File: config.mk
export PLATFORM = sky130hd
export DESIGN_NAME = pwm_multi_update
export DESIGN_NICKNAME = d
export VERILOG_FILES = /design/src/rtl/pwm_mu_pkg.sv /design/src/rtl/pwm_tbase.sv /design/src/rtl/pwm_cmp_reg.sv /design/src/rtl/pwm_aq.sv /design/src/rtl/pwm_multi_update.sv
export SDC_FILE = /design/constraint.sdc
export NUM_CORES = 1
export LEC_CHECK = 0
export BUFFER_PORTS_ARGS = -buffer_cell sky130_fd_sc_hd__clkbuf_2
export CAP_MARGIN = 40
export CORE_MARGIN = 8
export CORE_UTILIZATION = 53
export CTS_CLUSTER_DIAMETER = 200
export DETAILED_ROUTE_END_ITERATION = 8
export PLACE_DENSITY_LB_ADDON = 0.15
export SLEW_MARGIN = 10
export SYNTH_ARGS = -nofsm -noshare
export SYNTH_HDL_FRONTEND = slang
export SYNTH_SLANG_ARGS = --single-unit
File: constraint.sdc
create_clock -name clk -period 2.75 [get_ports clk]
set_clock_uncertainty 0.05 [all_clocks]
set_input_delay 0.55 -clock clk [delete_from_list [all_inputs] [get_ports clk]]
set_output_delay 0.55 -clock clk [all_outputs]
set_load 0.03 [all_outputs]
File: src/rtl/pwm_mu_pkg.sv
package pwm_mu_pkg;

  typedef enum logic [1:0] {
    ACT_NONE = 2'd0,
    ACT_CLR  = 2'd1,
    ACT_SET  = 2'd2,
    ACT_TGL  = 2'd3
  } act_e;

  typedef enum logic [1:0] {
    LD_ZERO  = 2'd0,
    LD_PRD   = 2'd1,
    LD_BOTH  = 2'd2,
    LD_BOTHX = 2'd3
  } ld_e;

  function automatic logic apply_act(input logic [1:0] code, input logic cur);
    case (act_e'(code))
      ACT_CLR: apply_act = 1'b0;
      ACT_SET: apply_act = 1'b1;
      ACT_TGL: apply_act = ~cur;
      default: apply_act = cur;
    endcase
  endfunction

  function automatic logic zero_loads(input logic [1:0] sel);
    zero_loads = (ld_e'(sel) != LD_PRD);
  endfunction

  function automatic logic prd_loads(input logic [1:0] sel);
    prd_loads = (ld_e'(sel) != LD_ZERO);
  endfunction

endpackage

File: src/rtl/pwm_tbase.sv
module pwm_tbase #(
  parameter int W = 16
) (
  input  logic         clk,
  input  logic         rst_n,
  input  logic [W-1:0] period_in,
  output logic [W-1:0] cnt,
  output logic [W-1:0] prd_q,
  output logic         dir_up,
  output logic         zro_evt,
  output logic         prd_evt
);

  localparam logic [W-1:0] ONE = W'(1);

  always_ff @(posedge clk) begin
    if (!rst_n) begin
      cnt    <= '0;
      prd_q  <= '0;
      dir_up <= 1'b1;
    end else if (cnt == '0) begin
      prd_q  <= period_in;
      dir_up <= 1'b1;
      cnt    <= (period_in == '0) ? '0 : ONE;
    end else if (dir_up) begin
      if (cnt >= prd_q) begin
        dir_up <= 1'b0;
        cnt    <= cnt - ONE;
      end else begin
        cnt    <= cnt + ONE;
      end
    end else begin
      cnt <= cnt - ONE;
    end
  end

  assign zro_evt = (cnt == '0);
  assign prd_evt = dir_up && (cnt != '0) && (cnt == prd_q);

endmodule

File: src/rtl/pwm_cmp_reg.sv
module pwm_cmp_reg
  import pwm_mu_pkg::*;
#(
  parameter int W = 16
) (
  input  logic         clk,
  input  logic         rst_n,
  input  logic         direct_mode,
  input  logic [1:0]   load_sel,
  input  logic         zro_evt,
  input  logic         prd_evt,
  input  logic         cmp_wr,
  input  logic [W-1:0] cmp_wdata,
  output logic [W-1:0] cmp_act,
  output logic [W-1:0] cmp_hold,
  output logic         load_evt
);

  assign load_evt = !direct_mode &&
                    ((zro_evt && zero_loads(load_sel)) ||
                     (prd_evt && prd_loads(load_sel)));

  always_ff @(posedge clk) begin
    if (!rst_n) begin
      cmp_act  <= '1;
      cmp_hold <= '1;
    end else begin
      if (direct_mode && cmp_wr) cmp_act <= cmp_wdata;
      else if (load_evt)         cmp_act <= cmp_hold;
      if (cmp_wr)                cmp_hold <= cmp_wdata;
    end
  end

endmodule

File: src/rtl/pwm_aq.sv
module pwm_aq
  import pwm_mu_pkg::*;
#(
  parameter int W = 16
) (
  input  logic         clk,
  input  logic         rst_n,
  input  logic [W-1:0] cnt,
  input  logic [W-1:0] prd_q,
  input  logic         dir_up,
  input  logic [W-1:0] cmp_act,
  input  logic         zro_evt,
  input  logic         prd_evt,
  input  logic [1:0]   zero_act,
  input  logic [1:0]   period_act,
  output logic         pwm_out,
  output logic         cmp_up_evt,
  output logic         cmp_dn_evt,
  output logic         clamp_hi,
  output logic         clamp_lo
);

  logic in_range;
  logic hit;
  logic out_nxt;

  assign clamp_lo   = (cmp_act >= prd_q);
  assign clamp_hi   = !clamp_lo && (cmp_act == '0);
  assign in_range   = !clamp_lo && !clamp_hi;
  assign hit        = in_range && (cnt == cmp_act);
  assign cmp_up_evt = hit && dir_up;
  assign cmp_dn_evt = hit && !dir_up;

  always_comb begin
    if (clamp_lo)        out_nxt = 1'b0;
    else if (clamp_hi)   out_nxt = 1'b1;
    else if (cmp_up_evt) out_nxt = 1'b1;
    else if (cmp_dn_evt) out_nxt = 1'b0;
    else if (zro_evt)    out_nxt = apply_act(zero_act, pwm_out);
    else if (prd_evt)    out_nxt = apply_act(period_act, pwm_out);
    else                 out_nxt = pwm_out;
  end

  always_ff @(posedge clk) begin
    if (!rst_n) pwm_out <= 1'b0;
    else        pwm_out <= out_nxt;
  end

endmodule

File: src/rtl/pwm_multi_update.sv
module pwm_multi_update #(
  parameter int W = 16
) (
  input  logic         clk,
  input  logic         rst_n,
  input  logic [W-1:0] period_in,
  input  logic         direct_mode,
  input  logic [1:0]   load_sel,
  input  logic         cmp_wr,
  input  logic [W-1:0] cmp_wdata,
  input  logic [1:0]   zero_act,
  input  logic [1:0]   period_act,
  output logic         pwm_out,
  output logic         zero_strobe,
  output logic         period_strobe,
  output logic         cmp_up_strobe,
  output logic         cmp_down_strobe
);

  logic [W-1:0] cnt;
  logic [W-1:0] prd_q;
  logic         dir_up;
  logic         zro_evt;
  logic         prd_evt;
  logic [W-1:0] cmp_act;
  logic [W-1:0] cmp_hold;
  logic         load_evt;
  logic         clamp_hi;
  logic         clamp_lo;
  logic         cmp_up_evt;
  logic         cmp_dn_evt;

  pwm_tbase #(.W(W)) u_tb (
    .clk(clk), .rst_n(rst_n), .period_in(period_in),
    .cnt(cnt), .prd_q(prd_q), .dir_up(dir_up),
    .zro_evt(zro_evt), .prd_evt(prd_evt)
  );

  pwm_cmp_reg #(.W(W)) u_cmp (
    .clk(clk), .rst_n(rst_n), .direct_mode(direct_mode), .load_sel(load_sel),
    .zro_evt(zro_evt), .prd_evt(prd_evt), .cmp_wr(cmp_wr), .cmp_wdata(cmp_wdata),
    .cmp_act(cmp_act), .cmp_hold(cmp_hold), .load_evt(load_evt)
  );

  pwm_aq #(.W(W)) u_aq (
    .clk(clk), .rst_n(rst_n), .cnt(cnt), .prd_q(prd_q), .dir_up(dir_up),
    .cmp_act(cmp_act), .zro_evt(zro_evt), .prd_evt(prd_evt),
    .zero_act(zero_act), .period_act(period_act), .pwm_out(pwm_out),
    .cmp_up_evt(cmp_up_evt), .cmp_dn_evt(cmp_dn_evt),
    .clamp_hi(clamp_hi), .clamp_lo(clamp_lo)
  );

  assign zero_strobe     = zro_evt;
  assign period_strobe   = prd_evt;
  assign cmp_up_strobe   = cmp_up_evt;
  assign cmp_down_strobe = cmp_dn_evt;

endmodule

# [Yosys cells after proc, flatten, opt, wreduce, memory -nomap -nowiden]
# Index checks and enable logic that the tools add are counted.
[op_classes] bitwise_logic=2 n_lt_le_gt_ge=2 n_reduce_logical=27 n_addsub=2 mux=15 eq_ne=10
[op_table] op="16-bit 2-to-1 mux" count=5
[op_table] op="16-bit zero test" count=3
[op_table] op="16-bit == test" count=2
[op_table] op="16-bit >= comparator" count=2
[op_table] op="16-bit by 1-bit adder with 16-bit output, second input constant" count=1
[op_table] op="16-bit nonzero test" count=1
[op_table] op="16-bit by 1-bit subtractor with 16-bit output, second input constant" count=1
[op_table] op="1-bit logical AND" count=11
[op_table] op="2-bit == test, second input constant" count=4
[op_table] op="1-bit 2-to-1 mux" count=8
[op_table] op="7-bit by 3-bit inequality test with 1-bit output, second input constant" count=1
[op_table] op="7-bit nonzero test" count=1
[op_table] op="1-bit case mux with 3 select lines" count=2
[op_table] op="5-bit nonzero test" count=1
[op_table] op="2-bit by 1-bit == test with 1-bit output, second input constant" count=2
[op_table] op="1-bit zero test" count=4
[op_table] op="2-bit nonzero test" count=2
[op_table] op="2-bit OR reduction" count=2
[op_table] op="3-bit AND reduction" count=1
[op_table] op="2-bit by 1-bit inequality test with 1-bit output, second input constant" count=1
[op_table] op="1-bit NOT" count=2
[op_table] op="1-bit logical OR" count=1
[word_totals] output_inout_bits=5 register_bits=66 word_cells=64

# [Longest topological paths before layout]
[depth] depth_word=10 depth_mapped=10 depth_no_buf=9

# [Hierarchy]
# Synthesis repeated with hierarchy kept, for this count alone.
[hier_totals] hier_cells=555 area_unflattened_um2=4608.2
[modules_own_cells] mod="pwm_tbase" n_inst=1 area_each_um2=2406.1 cells_per_inst=291 seq_area_each_um2=660.6
[modules_own_cells] mod="pwm_cmp_reg" n_inst=1 area_each_um2=1452.6 cells_per_inst=164 seq_area_each_um2=640.6
[modules_own_cells] mod="pwm_aq" n_inst=1 area_each_um2=749.5 cells_per_inst=100 seq_area_each_um2=20.0

# [Worst setup path after synthesis]
# Ideal clock, no wire load.
[synth_path] path_type="reg2out" startpoint="reg u_tb.prd_q[11]" endpoint="out cmp_up_strobe" n_path_buf=0 path_slack_ps=-356 arrival_ps=2506 stages_incl_launch_ff=8 path_cell_list="dfxtp_1 > inv_1 > ha_1 > a21oi_1 > o21ai_0 > a2111oi_0 > a211oi_1 > nor4b_1"
[synth_between] elab_chain_len=7
[synth_lines] element="start: declaration" line="pwm_tbase.sv:8" rtl="output logic [W-1:0] prd_q,"
[synth_lines] element="start signal: assignment" line="pwm_tbase.sv:22" rtl="prd_q <= period_in;"
[synth_lines] element="16-bit >= comparator (*)" line="pwm_aq.sv:27" rtl="assign clamp_lo = (cmp_act >= prd_q);"
[synth_lines] element="1-bit zero test (*)" line="pwm_aq.sv:28, pwm_aq.sv:29"
[synth_lines] element="1-bit logical AND" line="pwm_aq.sv:28" rtl="assign clamp_hi = !clamp_lo && (cmp_act == '0);"
[synth_lines] element="1-bit zero test" line="pwm_aq.sv:29" rtl="assign in_range = !clamp_lo && !clamp_hi;"
[synth_lines] element="1-bit logical AND (*)" line="pwm_aq.sv:29"
[synth_lines] element="1-bit logical AND (*)" line="pwm_aq.sv:30" rtl="assign hit = in_range && (cnt == cmp_act);"
[synth_lines] element="1-bit logical AND (*)" line="pwm_aq.sv:31" rtl="assign cmp_up_evt = hit && dir_up;"
[synth_lines] element="end: declaration" line="pwm_multi_update.sv:16" rtl="output logic cmp_up_strobe,"
# Mark *: on every way between the ends. The rest lies on a longest branch, timed or not.

# [Worst setup path after layout]
[layout_path] startpoint="reg u_cmp.cmp_act[5]" endpoint="out cmp_down_strobe"
[layout_between] elab_chain_len=7
[layout_lines] element="start: declaration" line="pwm_cmp_reg.sv:14" rtl="output logic [W-1:0] cmp_act,"
[layout_lines] element="start signal: assignment" line="pwm_cmp_reg.sv:28" rtl="if (direct_mode && cmp_wr) cmp_act <= cmp_wdata;"
[layout_lines] element="start signal: assignment" line="pwm_cmp_reg.sv:29" rtl="else if (load_evt) cmp_act <= cmp_hold;"
[layout_lines] element="16-bit >= comparator" line="pwm_aq.sv:27"
[layout_lines] element="1-bit zero test" line="pwm_aq.sv:28, pwm_aq.sv:29"
[layout_lines] element="1-bit logical AND" line="pwm_aq.sv:28"
[layout_lines] element="1-bit zero test" line="pwm_aq.sv:29"
[layout_lines] element="1-bit logical AND" line="pwm_aq.sv:29"
[layout_lines] element="1-bit logical AND (*)" line="pwm_aq.sv:30"
[layout_lines] element="1-bit logical AND (*)" line="pwm_aq.sv:32" rtl="assign cmp_dn_evt = hit && !dir_up;"
[layout_lines] element="end: declaration" line="pwm_multi_update.sv:17" rtl="output logic cmp_down_strobe"
# Marks and branches as above.

==> results.py <==
metrics = {
    "critical_path": {
        "path_buf_inv": 1,
        "crit_path_end": "cmp_down_strobe",
        "startpoint_type": "flip-flop",
        "path_max_fanout": 4,
        "cp_num_cells": 6,
        "critical_path_required_ns": 2.15,
        "crit_type": "reg2out",
        "end_kind": "output port",
        "slowest_stage": "or3b_4",
        "rrSetupSlack_ns": 0.09,
        "rr_startpoint": "u_tb.cnt[0]$_SDFF_PN0_",
        "reg2reg_depth": 10,
        "path_cells": "xor2_1 -> nor4_2 -> nand4_1 -> or3b_4 -> nor3_4 -> buf_8",
        "setup.worst_path.start": "u_cmp.cmp_act[5]$_SDFFE_PN1P_",
        "crit_family": "simple AND/OR/NAND/NOR gates",
        "critPathMaxStageDelay_ns": 0.44,
        "worstPathArrival_ns": 2.30,
        "r2r-end": "u_cmp.cmp_act[9]$_SDFFE_PN1P_",
    },
    "floorplanning": {
        "die_y_um": 105,
        "start_util": 0.544,
        "dieArea_sq_um": 11000,
        "pin_count": 47,
        "die_x_um": 105,
        "coreArea_sq_um": 7690,
        "num_rows": 32,
    },
    "clocking": {
        "clkLatencyLatePin_ns": 0.35,
        "clockRootBuffer": "clkbuf_8",
        "h-tree-depth": 3,
        "clock_path_buffers": 2,
        "clkTransAtPathRegs_ns": 0.08,
        "cts_tree": "done",
        "cts_buffers": 9,
        "clock-sinks": 66,
    },
    "sta": {
        "setup_ws_ns": -0.149,
        "slew_viol_final": 0,
        "layout_worst_path_cycle_share": 1.05,
        "rsz0062_at_grt": "yes",
        "fin_crit_ns": 2.90,
        "relSlewSlack": 0.593,
        "hold_viol": 0,
        "fmax_mhz": 345,
        "setup_violations": 4,
        "worst_slew_pin_slew_ns": 0.605,
    },
    "yosys": {
        "yosysTopAreaCellShare": 0.316,
        "ys.flop_type": "dfxtp_1",
        "synth.yosys.seq_area_share": 0.316,
        "ys_top_cells_by_area": "dfxtp_1 (32%), ha_1 (11%), mux2i_1 (7.7%)",
        "synth_seq_cells": 66,
        "syn_avg_cell_area_sq_um": 8.53,
        "synth_most_common_cell": "nand2_1",
        "synth_edf_count": 0,
        "async_flop_share": 0,
        "synth_area_sq_um": 4180,
        "synth_cell_types": 57,
        "synth_nets": 568,
        "syn_inst": 490,
        "synth_warnings": 0,
        "synth.cells.most_frequent": "nand2_1 (83), dfxtp_1 (66), ha_1 (36), mux2i_1 (32), inv_1 (25)",
        "yosysTopAreaCell": "dfxtp_1",
    },
    "route": {
        "drtAntennaViolNets": 0,
        "viasPerCell": 5.88,
        "num_vias": 3978,
        "drt-total-wl_um": 12400,
        "drtIter0Drc": 238,
        "routedWlPerCell_um": 18.3,
        "drc": 0,
        "dr.pass1.iters": 4,
    },
    "place": {
        "gp_congestion": 0.879,
        "io_buffers": 46,
        "dp_hpwl_um": 8700,
        "postPlaceCellArea_sq_um": 4700,
    },
    "power": {
        "p_total_mw": 4.90,
        "internal-power_mw": 2.98,
        "peakVddDrop_v": 0.000486,
        "swShare": 0.392,
        "powerDensity_nw_per_um2": 898,
        "p_clk_frac": 0.233,
        "p_comb_frac": 0.495,
        "p_leak_nw": 2.23,
        "seq_power_share": 0.271,
        "p_sw_mw": 1.92,
    },
    "global_routing": {
        "antenna_found_initial": 0,
        "grt_max_degree": 52,
        "grtUsageTotal": 0.209,
        "grt_pass1_vias": 3962,
        "grt_remaining_overflow": 0,
        "grt_pass1_wl_um": 19000,
    },
    "layout": {
        "antenna-diode-count": 0,
        "stdcell_area_sq_um": 5450,
        "layout.nets": 647,
        "areaGrowthSynthToFinish_pct": 30.4,
        "drive_gt1_frac": 0.371,
    },
    "run_status": {
        "status": "finished with violations",
        "failed_checks": "setup timing",
    },
    "flow_run": {
        "maxCapViolations": 0,
    },
    "worst_hold_path": {
        "hp-class": "in2reg",
    },
}
stage by stage:
stage / cells / hold slack, ns / setup TNS (ns) / setup slack [ns] / util
final: 676 / 0.377 / -0.365 / -0.149 / 0.709
after global routing: 676 / 0.374 / -0.659 / -0.237 / 0.709
after CTS: 668 / 0.371 / -0.230 / -0.0997 / 0.680
after detailed placement: 646 / 0.404 / -0.0451 / -0.0233 / 0.612
after global placement: 646 / 0.396 / 0 / 0.0974 / 0.612
after floorplan: 490 / 0.386 / 0 / 0.0255 / -
repair_timing:
item                       CTS  global route
pin swaps                   13            12
gates resized for setup     64            42
gates cloned                 0             1
hold buffers                 0             0
setup endpoints to repair    4            27
setup buffers                6             7
power groups by stage:
stage	Clock, mW	Sequential (mW)	Combinational, mW
after detailed placement	0	1.32	1.97
after global placement	0	1.31	1.92
final	1.14	1.33	2.42
after CTS	1.15	1.32	2.11
after global routing	1.19	1.34	2.59
after floorplan	0	1.23	1.42
cell families (layout without fill, tap and decap cells):
group	after synthesis	in the layout	share of synthesized area
flops	66	66	0.316
compound gates	89	89	0.149
fa+ha+maj	36	36	0.108
simple gates	179	179	0.214
xor+xnor	19	19	0.0398
mux	47	47	0.117
buf+inv	54	138	0.0568
worst min path at each step:
stage,endpoint,start,slack [ns],cells after the start
2_1_floorplan,u_cmp.cmp_hold[10]$_SDFFE_PN1P_,u_cmp.cmp_hold[10]$_SDFFE_PN1P_,0.39,2
3_3_place_gp,u_cmp.cmp_hold[4]$_SDFFE_PN1P_,u_cmp.cmp_hold[4]$_SDFFE_PN1P_,0.40,2
3_5_place_dp,u_cmp.cmp_hold[8]$_SDFFE_PN1P_,u_cmp.cmp_hold[8]$_SDFFE_PN1P_,0.40,2
4_1_cts,u_cmp.cmp_hold[8]$_SDFFE_PN1P_,cmp_wdata[8],0.37,3
5_1_grt,u_cmp.cmp_hold[8]$_SDFFE_PN1P_,cmp_wdata[8],0.37,3
6_report,u_cmp.cmp_hold[11]$_SDFFE_PN1P_,cmp_wdata[11],0.38,3
cell usage in the layout, fill, tap and decap left out, types with 8 or more instances in the layout:
cell type and n:
a21boi_0 16, a21oi_1 20, buf_4 45, clkbuf_2 42, clkbuf_8 11, dfxtp_1 40
dfxtp_2 25, ha_1 29, inv_1 15, inv_2 11, mux2_2 15, mux2i_1 32
nand2_1 81, nand3_1 12, nor2_1 20, nor4_1 12, o21ai_0 8, o22a_1 8
xor2_1 17
sequential cells by signal, indices dropped and copies added, names as in the netlist:
name	count
u_tb.cnt	16
u_aq.pwm_out	1
u_cmp.cmp_act	16
u_tb.prd_q	16
u_cmp.cmp_hold	16
u_tb.dir_up	1
area by class of cell:
type | instances | area (sq um)
clock inverter | 6 | 138
clock buffer | 10 | 138
sequential | 66 | 1360
inverter | 26 | 97.6
fill | 609 | 2230
tap | 102 | 128
timing repair buffer | 96 | 668
multi-input combinational | 370 | 2930
per-layer routing:
layer	wire length [um]	GRT usage	vias to the layer above
met5	0	0	-
met4	316	0.0785	0
met3	674	0.0461	23
met2	6060	0.355	134
met1	5340	0.253	1904
li1	-	-	1917
worst reg2reg max path, delay by kind of cell, from the launching register on:
family          cells  cell delay, ns
simple gates        3            1.13
buf+inv             3            0.42
flops               1            0.32
compound gates      2            0.31
mux                 1            0.17
fa+ha+maj           1            0.14
No activity file was read; power rests on OpenSTA's default activity.
